## src/rtl/ddfs_pkg.sv

```systemverilog
package ddfs_pkg;

  // Octant selection is fixed by the eight-fold symmetry of sine and cosine
  localparam int OCT_W = 3;

  // pi/4 scaled by 2^16, used to turn a fine phase remainder into radians
  localparam int PI4_Q16 = 51472;

  // Per-stage load strobes handed from control to datapath
  typedef struct packed {
    logic step;   // capture phase and advance the accumulator
    logic load2;  // coarse table read and fine-angle stage
    logic load3;  // correction products stage
    logic load4;  // sum, clamp and octant unfold stage
  } ddfsStrobe_t;

endpackage

```

## src/rtl/ddfs_ctrl.sv

```systemverilog
module ddfs_ctrl
  import ddfs_pkg::*;
(
  input  logic        clk,
  input  logic        rst,
  input  logic        enable,
  output ddfsStrobe_t strobe,
  output logic        sampleValid
);

  localparam int STAGES = 4;

  logic [STAGES-1:0] validPipe;

  always_ff @(posedge clk) begin
    if (rst) validPipe <= '0;
    else     validPipe <= {validPipe[STAGES-2:0], enable};
  end

  always_comb begin
    strobe.step  = enable;
    strobe.load2 = validPipe[0];
    strobe.load3 = validPipe[1];
    strobe.load4 = validPipe[2];
  end

  assign sampleValid = validPipe[STAGES-1];

  // Edges seen since reset, saturating, so the delay check never reaches before reset
  logic [2:0] resetAge;
  always_ff @(posedge clk) begin
    if (rst) resetAge <= '0;
    else if (resetAge != 3'd4) resetAge <= resetAge + 3'd1;
  end

  AST_VALID_DELAY: assert property (@(posedge clk) disable iff (rst)
    (resetAge == 3'd4) |-> (sampleValid == $past(enable, 4)));

endmodule

```

## src/rtl/ddfs_coarse_rom.sv

```systemverilog
module ddfs_coarse_rom #(
  parameter int CA_W  = 6,
  parameter int ROM_W = 16
) (
  input  logic              clk,
  input  logic              load,
  input  logic [CA_W-1:0]   addr,
  output logic [ROM_W-1:0]  sinCoarse,
  output logic [ROM_W-1:0]  cosCoarse
);

  localparam int     TAB_N    = 2 ** CA_W;
  localparam longint ONE_Q30  = 64'sd1 << 30;
  localparam longint PI4_Q30  = 64'sd843314857;
  localparam int     SHIFT    = 30 - (ROM_W - 1);
  localparam longint HALF_LSB = 64'sd1 << (SHIFT - 1);

  function automatic longint q30Mul(input longint a, input longint b);
    return (a * b) >>> 30;
  endfunction

  // Table points sit at the centre of each coarse interval of [0, pi/4)
  function automatic logic [TAB_N*ROM_W-1:0] buildImage(input bit wantSin);
    logic [TAB_N*ROM_W-1:0] img;
    longint x, x2, t, v;
    img = '0;
    for (int a = 0; a < TAB_N; a++) begin
      x  = ((2 * longint'(a) + 1) * PI4_Q30) / (2 * TAB_N);
      x2 = q30Mul(x, x);
      if (wantSin) begin
        t = ONE_Q30 - x2 / 72;
        t = ONE_Q30 - q30Mul(x2, t) / 42;
        t = ONE_Q30 - q30Mul(x2, t) / 20;
        t = ONE_Q30 - q30Mul(x2, t) / 6;
        v = q30Mul(x, t);
      end else begin
        t = ONE_Q30 - x2 / 90;
        t = ONE_Q30 - q30Mul(x2, t) / 56;
        t = ONE_Q30 - q30Mul(x2, t) / 30;
        t = ONE_Q30 - q30Mul(x2, t) / 12;
        t = ONE_Q30 - q30Mul(x2, t) / 2;
        v = t;
      end
      img[a*ROM_W +: ROM_W] = ROM_W'((v + HALF_LSB) >>> SHIFT);
    end
    return img;
  endfunction

  localparam logic [TAB_N*ROM_W-1:0] SIN_IMG = buildImage(1'b1);
  localparam logic [TAB_N*ROM_W-1:0] COS_IMG = buildImage(1'b0);

  always_ff @(posedge clk) begin
    if (load) begin
      sinCoarse <= SIN_IMG[addr*ROM_W +: ROM_W];
      cosCoarse <= COS_IMG[addr*ROM_W +: ROM_W];
    end
  end

endmodule

```

## src/rtl/ddfs_datapath.sv

```systemverilog
module ddfs_datapath
  import ddfs_pkg::*;
#(
  parameter int ACC_W      = 24,
  parameter int PH_W       = 18,
  parameter int CA_W       = 6,
  parameter int OUT_W      = 16,
  parameter int DELTA_FRAC = 21
) (
  input  logic                    clk,
  input  logic                    rst,
  input  ddfsStrobe_t             strobe,
  input  logic [ACC_W-1:0]        freqWord,
  output logic signed [OUT_W-1:0] sinOut,
  output logic signed [OUT_W-1:0] cosOut
);

  localparam int FOLD_W  = PH_W - OCT_W;
  localparam int FINE_W  = FOLD_W - CA_W;
  localparam int RD_W    = FINE_W + 1 + 17;
  localparam int DSH     = 16 + FOLD_W - DELTA_FRAC;
  localparam int DELTA_W = FINE_W + 1 + DELTA_FRAC - FOLD_W;
  localparam int PROD_W  = OUT_W + 1 + DELTA_W;
  localparam int SUM_W   = OUT_W + 3;

  localparam logic signed [FINE_W:0]     HALF_FINE = (FINE_W+1)'(2 ** (FINE_W - 1));
  localparam logic signed [RD_W-1:0]     PI4_K     = RD_W'(PI4_Q16);
  localparam logic signed [PROD_W-1:0]   ROUND_K   = PROD_W'(2 ** (DELTA_FRAC - 1));
  localparam logic signed [SUM_W-1:0]    MAX_MAG   = SUM_W'(2 ** (OUT_W - 1) - 1);

  // Stage 1: phase accumulator
  logic [ACC_W-1:0] acc;
  logic [PH_W-1:0]  ph1;

  always_ff @(posedge clk) begin
    if (rst) begin
      acc <= '0;
      ph1 <= '0;
    end else if (strobe.step) begin
      ph1 <= acc[ACC_W-1 -: PH_W];
      acc <= acc + freqWord;
    end
  end

  // Fold into the first octant, split coarse index and fine remainder
  logic [OCT_W-1:0]        oct1;
  logic [FOLD_W-1:0]       rest1, fold1;
  logic [CA_W-1:0]         addr1;
  logic [FINE_W-1:0]       fine1;
  logic signed [FINE_W:0]  resid1;
  logic signed [RD_W-1:0]  rad1;

  always_comb begin
    oct1   = ph1[PH_W-1 -: OCT_W];
    rest1  = ph1[FOLD_W-1:0];
    fold1  = oct1[0] ? ~rest1 : rest1;
    addr1  = fold1[FOLD_W-1 -: CA_W];
    fine1  = fold1[FINE_W-1:0];
    resid1 = $signed({1'b0, fine1}) - HALF_FINE;
    rad1   = RD_W'(resid1) * PI4_K;
  end

  // Stage 2: coarse values and fine angle in radians
  logic [OUT_W-1:0]           sinC2, cosC2;
  logic signed [DELTA_W-1:0]  delta2;
  logic [OCT_W-1:0]           oct2;

  ddfs_coarse_rom #(.CA_W(CA_W), .ROM_W(OUT_W)) u_rom (
    .clk       (clk),
    .load      (strobe.load2),
    .addr      (addr1),
    .sinCoarse (sinC2),
    .cosCoarse (cosC2)
  );

  always_ff @(posedge clk) begin
    if (rst) begin
      delta2 <= '0;
      oct2   <= '0;
    end else if (strobe.load2) begin
      delta2 <= DELTA_W'(rad1 >>> DSH);
      oct2   <= oct1;
    end
  end

  // Stage 3: correction products
  logic signed [PROD_W-1:0] prodS3, prodC3;
  logic [OUT_W-1:0]         sinC3, cosC3;
  logic [OCT_W-1:0]         oct3;

  always_ff @(posedge clk) begin
    if (rst) begin
      prodS3 <= '0;
      prodC3 <= '0;
      sinC3  <= '0;
      cosC3  <= '0;
      oct3   <= '0;
    end else if (strobe.load3) begin
      prodS3 <= PROD_W'($signed({1'b0, cosC2})) * PROD_W'(delta2);
      prodC3 <= PROD_W'($signed({1'b0, sinC2})) * PROD_W'(delta2);
      sinC3  <= sinC2;
      cosC3  <= cosC2;
      oct3   <= oct2;
    end
  end

  // Stage 4: add, clamp, unfold
  function automatic logic [OUT_W-1:0] clampMag(input logic signed [SUM_W-1:0] v);
    if (v < 0)            return '0;
    else if (v > MAX_MAG) return MAX_MAG[OUT_W-1:0];
    else                  return v[OUT_W-1:0];
  endfunction

  logic signed [PROD_W-1:0] rndS, rndC;
  logic signed [SUM_W-1:0]  corrS, corrC, sumS, sumC;
  logic [OUT_W-1:0]         magS, magC, firstV, secondV;
  logic                     swapSel, negSin, negCos;

  always_comb begin
    rndS    = prodS3 + ROUND_K;
    rndC    = prodC3 + ROUND_K;
    corrS   = SUM_W'(rndS >>> DELTA_FRAC);
    corrC   = SUM_W'(rndC >>> DELTA_FRAC);
    sumS    = $signed({3'b000, sinC3}) + corrS;
    sumC    = $signed({3'b000, cosC3}) - corrC;
    magS    = clampMag(sumS);
    magC    = clampMag(sumC);
    swapSel = oct3[0] ^ oct3[1];
    negSin  = oct3[2];
    negCos  = oct3[1] ^ oct3[2];
    firstV  = swapSel ? magC : magS;
    secondV = swapSel ? magS : magC;
  end

  always_ff @(posedge clk) begin
    if (rst) begin
      sinOut <= '0;
      cosOut <= '0;
    end else if (strobe.load4) begin
      sinOut <= negSin ? -$signed(firstV)  : $signed(firstV);
      cosOut <= negCos ? -$signed(secondV) : $signed(secondV);
    end
  end

  AST_ACC_HOLD: assert property (@(posedge clk) disable iff (rst)
    !strobe.step |=> $stable(acc));

  AST_OUT_HOLD: assert property (@(posedge clk) disable iff (rst)
    !strobe.load4 |=> ($stable(sinOut) && $stable(cosOut)));

  AST_NO_WRAP: assert property (@(posedge clk) disable iff (rst)
    (sinOut != {1'b1, {(OUT_W-1){1'b0}}}) && (cosOut != {1'b1, {(OUT_W-1){1'b0}}}));

  AST_SIN_SIGN: assert property (@(posedge clk) disable iff (rst)
    strobe.load4 |=> ($past(oct3[2]) ? (sinOut <= 0) : (sinOut >= 0)));

  AST_COS_SIGN: assert property (@(posedge clk) disable iff (rst)
    strobe.load4 |=> (($past(oct3[1]) ^ $past(oct3[2])) ? (cosOut <= 0) : (cosOut >= 0)));

endmodule

```

## src/rtl/quad_ddfs.sv

```systemverilog
module quad_ddfs
  import ddfs_pkg::*;
#(
  parameter int ACC_W      = 24,
  parameter int PH_W       = 18,
  parameter int CA_W       = 6,
  parameter int OUT_W      = 16,
  parameter int DELTA_FRAC = 21
) (
  input  logic                    clk,
  input  logic                    rst,
  input  logic                    enable,
  input  logic [ACC_W-1:0]        freqWord,
  output logic signed [OUT_W-1:0] sinOut,
  output logic signed [OUT_W-1:0] cosOut,
  output logic                    sampleValid
);

  ddfsStrobe_t strobe;

  ddfs_ctrl u_ctrl (
    .clk         (clk),
    .rst         (rst),
    .enable      (enable),
    .strobe      (strobe),
    .sampleValid (sampleValid)
  );

  ddfs_datapath #(
    .ACC_W      (ACC_W),
    .PH_W       (PH_W),
    .CA_W       (CA_W),
    .OUT_W      (OUT_W),
    .DELTA_FRAC (DELTA_FRAC)
  ) u_dp (
    .clk      (clk),
    .rst      (rst),
    .strobe   (strobe),
    .freqWord (freqWord),
    .sinOut   (sinOut),
    .cosOut   (cosOut)
  );

endmodule

```

## config.mk

```make
export PLATFORM = sky130hd
export DESIGN_NAME = quad_ddfs
export DESIGN_NICKNAME = d
export VERILOG_FILES = /design/src/rtl/ddfs_pkg.sv /design/src/rtl/ddfs_ctrl.sv /design/src/rtl/ddfs_coarse_rom.sv /design/src/rtl/ddfs_datapath.sv /design/src/rtl/quad_ddfs.sv
export SDC_FILE = /design/constraint.sdc
export NUM_CORES = 2
export LEC_CHECK = 0
export BUFFER_PORTS_ARGS = -buffer_cell sky130_fd_sc_hd__buf_2
export CAP_MARGIN = 40
export CORE_ASPECT_RATIO = 1.2
export CORE_MARGIN = 5
export CORE_UTILIZATION = 34
export CTS_CLUSTER_SIZE = 25
export DETAILED_ROUTE_END_ITERATION = 12
export GPL_TIMING_DRIVEN = 0
export HOLD_SLACK_MARGIN = 0.03
export PLACE_DENSITY = 0.47
export SYNTH_ARGS = -nofsm -noshare
export SYNTH_HDL_FRONTEND = slang
export SYNTH_SLANG_ARGS = --single-unit
```

## constraint.sdc

```tcl
create_clock -name clk -period 11.5 [get_ports clk]
set_clock_uncertainty 0.2 [all_clocks]
set_input_delay 0.575 -clock clk [delete_from_list [all_inputs] [get_ports clk]]
set_output_delay 0.575 -clock clk [all_outputs]
set_load 0.02 [all_outputs]
```

* After elaboration in Yosys (flattened, before gate mapping) *
Index checks and enable logic that the tools add are counted.

word-level totals
  register bits = 230
  output and inout port bits = 33
  bits of input ports = 27
  logic and storage cells = 43

cells by class
  $add $sub $neg = 8
  shifts and indexed selects = 2
  mux-type cells = 9
  order comparisons = 4
  multiply operators = 3
  bitwise gates (word level) = 3

operators with widths
  kind                                                                              count
  1024-bit by 11-bit variable part select with 16-bit output, first input constant  2
  16-bit two-way mux                                                                8
  33-bit by 22-bit adder with 33-bit output, second input constant                  2
  17-bit by 16-bit multiplier with 33-bit output                                    2
  18-bit by 16-bit > comparator with 1-bit output, second input constant            2
  18-bit by 1-bit < comparator with 1-bit output, second input constant             2
  16-bit negation                                                                   2
  24-bit adder                                                                      1
  10-bit by 13-bit multiplier with 22-bit output, second input constant             1
  17-bit by 12-bit adder with 18-bit output                                         1
  17-bit by 12-bit subtractor with 18-bit output                                    1
  15-bit two-way mux                                                                1
  15-bit inverter                                                                   1
  9-bit by 9-bit subtractor with 10-bit output, second input constant               1
  1-bit bitwise XOR                                                                 2

* Depth between registers and ports, before layout *
  depth after elaboration = 8
  gate-level depth with buffers = 27
  depth with buffers taken out = 25

* By module *
A second synthesis with hierarchy kept.

second synthesis, totals
  cells, all modules = 3649
  area, all modules = 31204.9 sq um

modules (own cells, without submodules)
  module           times used  cells an instance  area an instance (sq um)  seq. area each (sq um)
  ddfs_datapath    1           3224               27851.7                   3083.0
  ddfs_coarse_rom  1           416                3240.6                    870.8
  ddfs_ctrl        1           9                  112.6                     80.1

* Worst setup path after synthesis *
Ideal clock, no wire load.

  kind = reg2reg
  start = register u_dp.delta2[1]
  end = register u_dp.prodC3[32]
  data arrival time = 6.711 ns
  required time = 11.214 ns
  slack = 4.504 ns
  cell stages (with the launch flop) = 25
  period minus slack after synthesis = 6.996 ns
  path buffers = 2
  setup time = 0.086 ns
  cell sequence = dfxtp_1 > clkbuf_1 > clkbuf_1 > nand2_1 > fa_1 > inv_1 > fa_1 > fa_1 > fa_1 > inv_1 > fa_1 > inv_1 > fa_1 > ha_1 > a21o_1 > a21o_1 > a221oi_1 > o31ai_1 > a221o_1 > a21oi_1 > o21ai_0 > a41o_1 > o41ai_1 > xnor2_1 > a211oi_1

between the ends
  cells in the longest elaborated chain, start to end = 1

RTL lines
  what                                            line                  RTL
  start: declaration                              ddfs_datapath.sv:65   logic signed [DELTA_W-1:0] delta2;
  start signal: assignment                        ddfs_datapath.sv:81   delta2 <= DELTA_W'(rad1 >>> DSH);
  17-bit by 16-bit multiplier with 33-bit output  ddfs_datapath.sv:100  prodC3 <= PROD_W'($signed({1'b0, sinC2})) * PROD_W'(delta2);
  end signal: assignment                          ddfs_datapath.sv:100
  end: declaration                                ddfs_datapath.sv:87   logic signed [PROD_W-1:0] prodS3, prodC3;

Every way passes these cells.
A chain may end at the register's enable or synchronous reset.

* Final worst setup path *
Same ends and word-level chain as after synthesis.

==> summary.md <==
| Metric | Value |
|---|---|
| Outcome | `completed` |
| Max-slew violation count | `0` |
| Mapped cell area | `30,000 um2` |
| Crit. End Element | `register` |
| Data required time of the worst path | `11.68 ns` |
| Routed WL | `97,800 um` |
| Total global-route track usage | `20.8%` |
| Post-CTS setup buffers | `0` |
| Worst path cell trace | `clkbuf_1 > clkbuf_1 > nand2_1 > fa_1 > inv_1 > fa_1 > fa_1 > fa_1 > inv_1 > fa_1 > inv_1 > fa_1 > ha_1 > a21o_1 > a21o_1 > a221oi_1 > o31ai_1 > a221o_1 > a21oi_1 > o21ai_0 > a41o_1 > o41ai_1 > xnor2_1 > a211oi_1` |
| Final Hold Fails | `0` |
| Global-route wire length before repair | `152,000 um` |
| Leading cell type in the layout, fill and taps excluded | `inv_1` |
| Gpl congestion | `0.946` |
| Setup crit start kind | `register` |
| Synth cell types | `102` |
| Commonest non-fill, non-tap cells in the layout | `504 x inv_1, 396 x nand2_1, 375 x fa_1` |
| Flops & latches, synth | `185` |
| Vias per inst | `5.09` |
| Total power | `6920 uW` |
| Mapped Cells | `3,531` |
| Iteration-0 DRC count of the detailed router | `1,516` |
| H-tree Lvls | `4` |
| Inst Count DP | `4,751` |
| Fin cells | `4,784` |
| 1st-pass router iterations | `6` |
| Seq/Total Area, Yosys | `13.3%` |
| Layout area overhead | `8.32%` |
| Worst skew pair latency | `0.46 ns` |
| Setup violators final | `0` |
| Crit-path max cell delay | `0.71 ns` |
| Drt wl/cell | `20.5 um` |
| Vias in the first global route | `25,560` |
| Post-synth top flop | `dfxtp_1` |
| CTS max path bufs | `2` |
| M2 GR Usage | `37.1%` |
| Fraction of layout cells with a size suffix above 1 | `4.57%` |
| HPWL after DPL | `79,800 um` |
| Post-route minimum period | `8.81 ns` |
| Met3 global-route usage | `1.94%` |
| CTS tree | `yes` |
| Clock-pin slew on the worst setup and hold paths | `0.08 ns` |
| Buffers added on ports | `58` |
| Worst reg2reg startpoint | `u_dp.delta2[1]` |
| Critical path origin | `u_dp.delta2[1]` |
| Worst path bufs/invs | `5` |
| CTS Hold Buffers Added | `0` |
| Asr flop ratio synth | `0%` |
| Max Cap Violations | `0` |
| Crit path capture | `u_dp.prodC3[32]` |
| Placed inst area | `31,900 um2` |
| Rows | `119` |
| Family with the most delay on the worst path | `adder cells` |
| Largest net degree at the start of global routing | `21` |
| Cts bufs inserted | `17` |
| Worst-path maximum fanout | `10` |
| YS warnings | `0` |
| Max rail drop VDD | `0.000175 V` |
| Leak Pwr | `0.0150 uW` |
| Top cell by count, worst path | `fa_1` |
| RR Endpoint | `u_dp.prodC3[32]` |
| Core outline area | `87,700 um2` |
| DRT antenna net count | `0` |
| Post-Route Setup TNS | `0 ns` |
| Ports | `60` |
| DRC Markers | `0` |
| Syn avg cell area | `8.49 um2` |
| DIE HEIGHT | `335 um` |
| Routing usage on met1 | `26.9%` |
| Initial Util | `34.2%` |
| Tcrit/Tclk final | `76.6%` |
| RSZ-0062 raised after global routing | `false` |
| Initial antenna violation count | `3` |
| Syn_nets | `4,279` |
| Depth of the worst register-to-register path | `24` |
| Die area | `94,300 um2` |
| Slowest stage cell, crit path | `clkbuf_1` |
| Arr. time, crit path | `8.99 ns` |
| Fmax | `113 MHz` |
| CTS root buf | `clkbuf_16` |
| Pwr/cell area | `213 nW/um2` |
| CTS sink count | `185` |
| Total gr overflow | `0` |
| Nets | `4,369` |
| Die Wd | `281 um` |
| Setup CP Type | `reg -> reg` |
| Slew HR | `38.9%` |
| Busiest grt layer | `met2` |
| Post-synth EDFFs | `29` |
| Fin area | `32,500 um2` |
| Worst Hold Class | `reg -> reg` |
| Worst path depth | `24` |
| Via count | `24,358` |
| Flop-to-flop setup slack | `2.69 ns` |
| Worst-Margin Slew | `0.916 ns` |
| Cts repair resizes | `0` |
worst min path at each step:
stage	start	end	slack [ns]	cells after the start
final	u_dp.cosOut[12]	u_dp.cosOut[12]	0.26	2
after global routing	u_dp.sinOut[11]	u_dp.sinOut[11]	0.30	2
after CTS	u_dp.sinOut[9]	u_dp.sinOut[9]	0.26	2
after detailed placement	u_dp.sinOut[9]	u_dp.sinOut[9]	0.24	2
after global placement	u_dp.sinOut[9]	u_dp.sinOut[9]	0.24	2
after floorplan	u_dp.prodS3[32]	u_dp.prodS3[32]	0.25	2
where the power goes:
part           switching [uW]  internal [uW]
registers                 124            736
logic                    3270           2160
clock network             293            340
total                    3690           3230
state kept, by name, summed over array words and instances, names as in the netlist, 14 cells and up:
signal	count
u_dp.acc	24
u_dp.ph1	18
u_dp.cosOut	16
u_dp.delta2	16
u_dp.sinOut	16
u_dp.cosC3	15
u_dp.sinC3	15
u_dp.u_rom.sinCoarse	15
u_dp.u_rom.cosCoarse	14
routing by layer:
layer / up-vias / wire length [um]
li1: 11746 / -
met1: 11894 / 42700
met2: 577 / 48900
met3: 141 / 3630
met4: 0 / 2540
met5: - / 0
worst min-delay path: cells and delay by family, from the launching register on:
family / cells / cell delay [ns]
compound gates: 1 / 0.06
flops: 1 / 0.33
simple gates: 1 / 0.04
kinds of logic (layout without fill, tap and decap cells):
logic type / count (synthesis) / after routing / share of synthesized area (%)
AND/OR/NAND/NOR: 1100 / 1100 / 17.5
multiplexers: 124 / 124 / 4.23
AO/OA/AOI/OAI: 553 / 553 / 12.1
other: 0 / 2 / 0
adder cells (fa/ha/maj): 721 / 721 / 39.5
flip-flops: 185 / 185 / 13.3
buffers and inverters: 701 / 803 / 9.11
XOR/XNOR: 147 / 147 / 4.29
through the flow:
stage	util [%]	setup WS [ns]	hold slack (ns)
CTS	37.0	2.45	0.257
global route	37.0	2.18	0.299
global placement	36.2	2.46	0.244
detailed placement	36.3	2.47	0.241
floorplan	-	4.50	0.246
finish	37.0	2.69	0.262
area by class of cell:
cell class	instances	area (um2)
Sequential cell	185	3990
Fill cell	9203	55200
Inverter	505	1900
Antenna cell	2	5.00
Multi-Input combinational cell	2645	23300
Timing Repair Buffer	71	444
Clock buffer	18	450
Tap cell	1149	1440
Clock inverter	13	158
Buffer	196	836
cells in the mapped netlist, drive strengths merged (7+ instances only):
cell type | count | area [um2]
inv | 505 | 1900
nor3b | 7 | 68.8
a21o | 31 | 234
xor2 | 62 | 543
ha | 346 | 4330
nand2 | 397 | 1490
o21a | 17 | 128
nor3 | 43 | 243
o21ai | 122 | 611
mux2i | 119 | 1190
buf | 19 | 100
a41oi | 8 | 70.1
o211ai | 15 | 113
a21oi | 144 | 721
clkbuf | 177 | 736
nor4 | 11 | 81.3
o22ai | 26 | 169
o21bai | 11 | 82.6
edfxtp | 29 | 871
nand2b | 53 | 332
or3 | 14 | 87.6
nor2 | 277 | 1040
dfxtp | 156 | 3120
and3 | 13 | 88.8
or2 | 11 | 68.8
a211oi | 30 | 235
a311oi | 14 | 123
nand3 | 41 | 210
o311ai | 8 | 70.1
a31oi | 33 | 206
xnor2 | 85 | 744
fa | 375 | 7510
o221ai | 8 | 70.1
nor2b | 21 | 131
o31ai | 14 | 110
and2 | 173 | 1080
nand4 | 14 | 93.8
a211o | 7 | 61.3
Note: power is estimated with default switching activity, not from simulation.
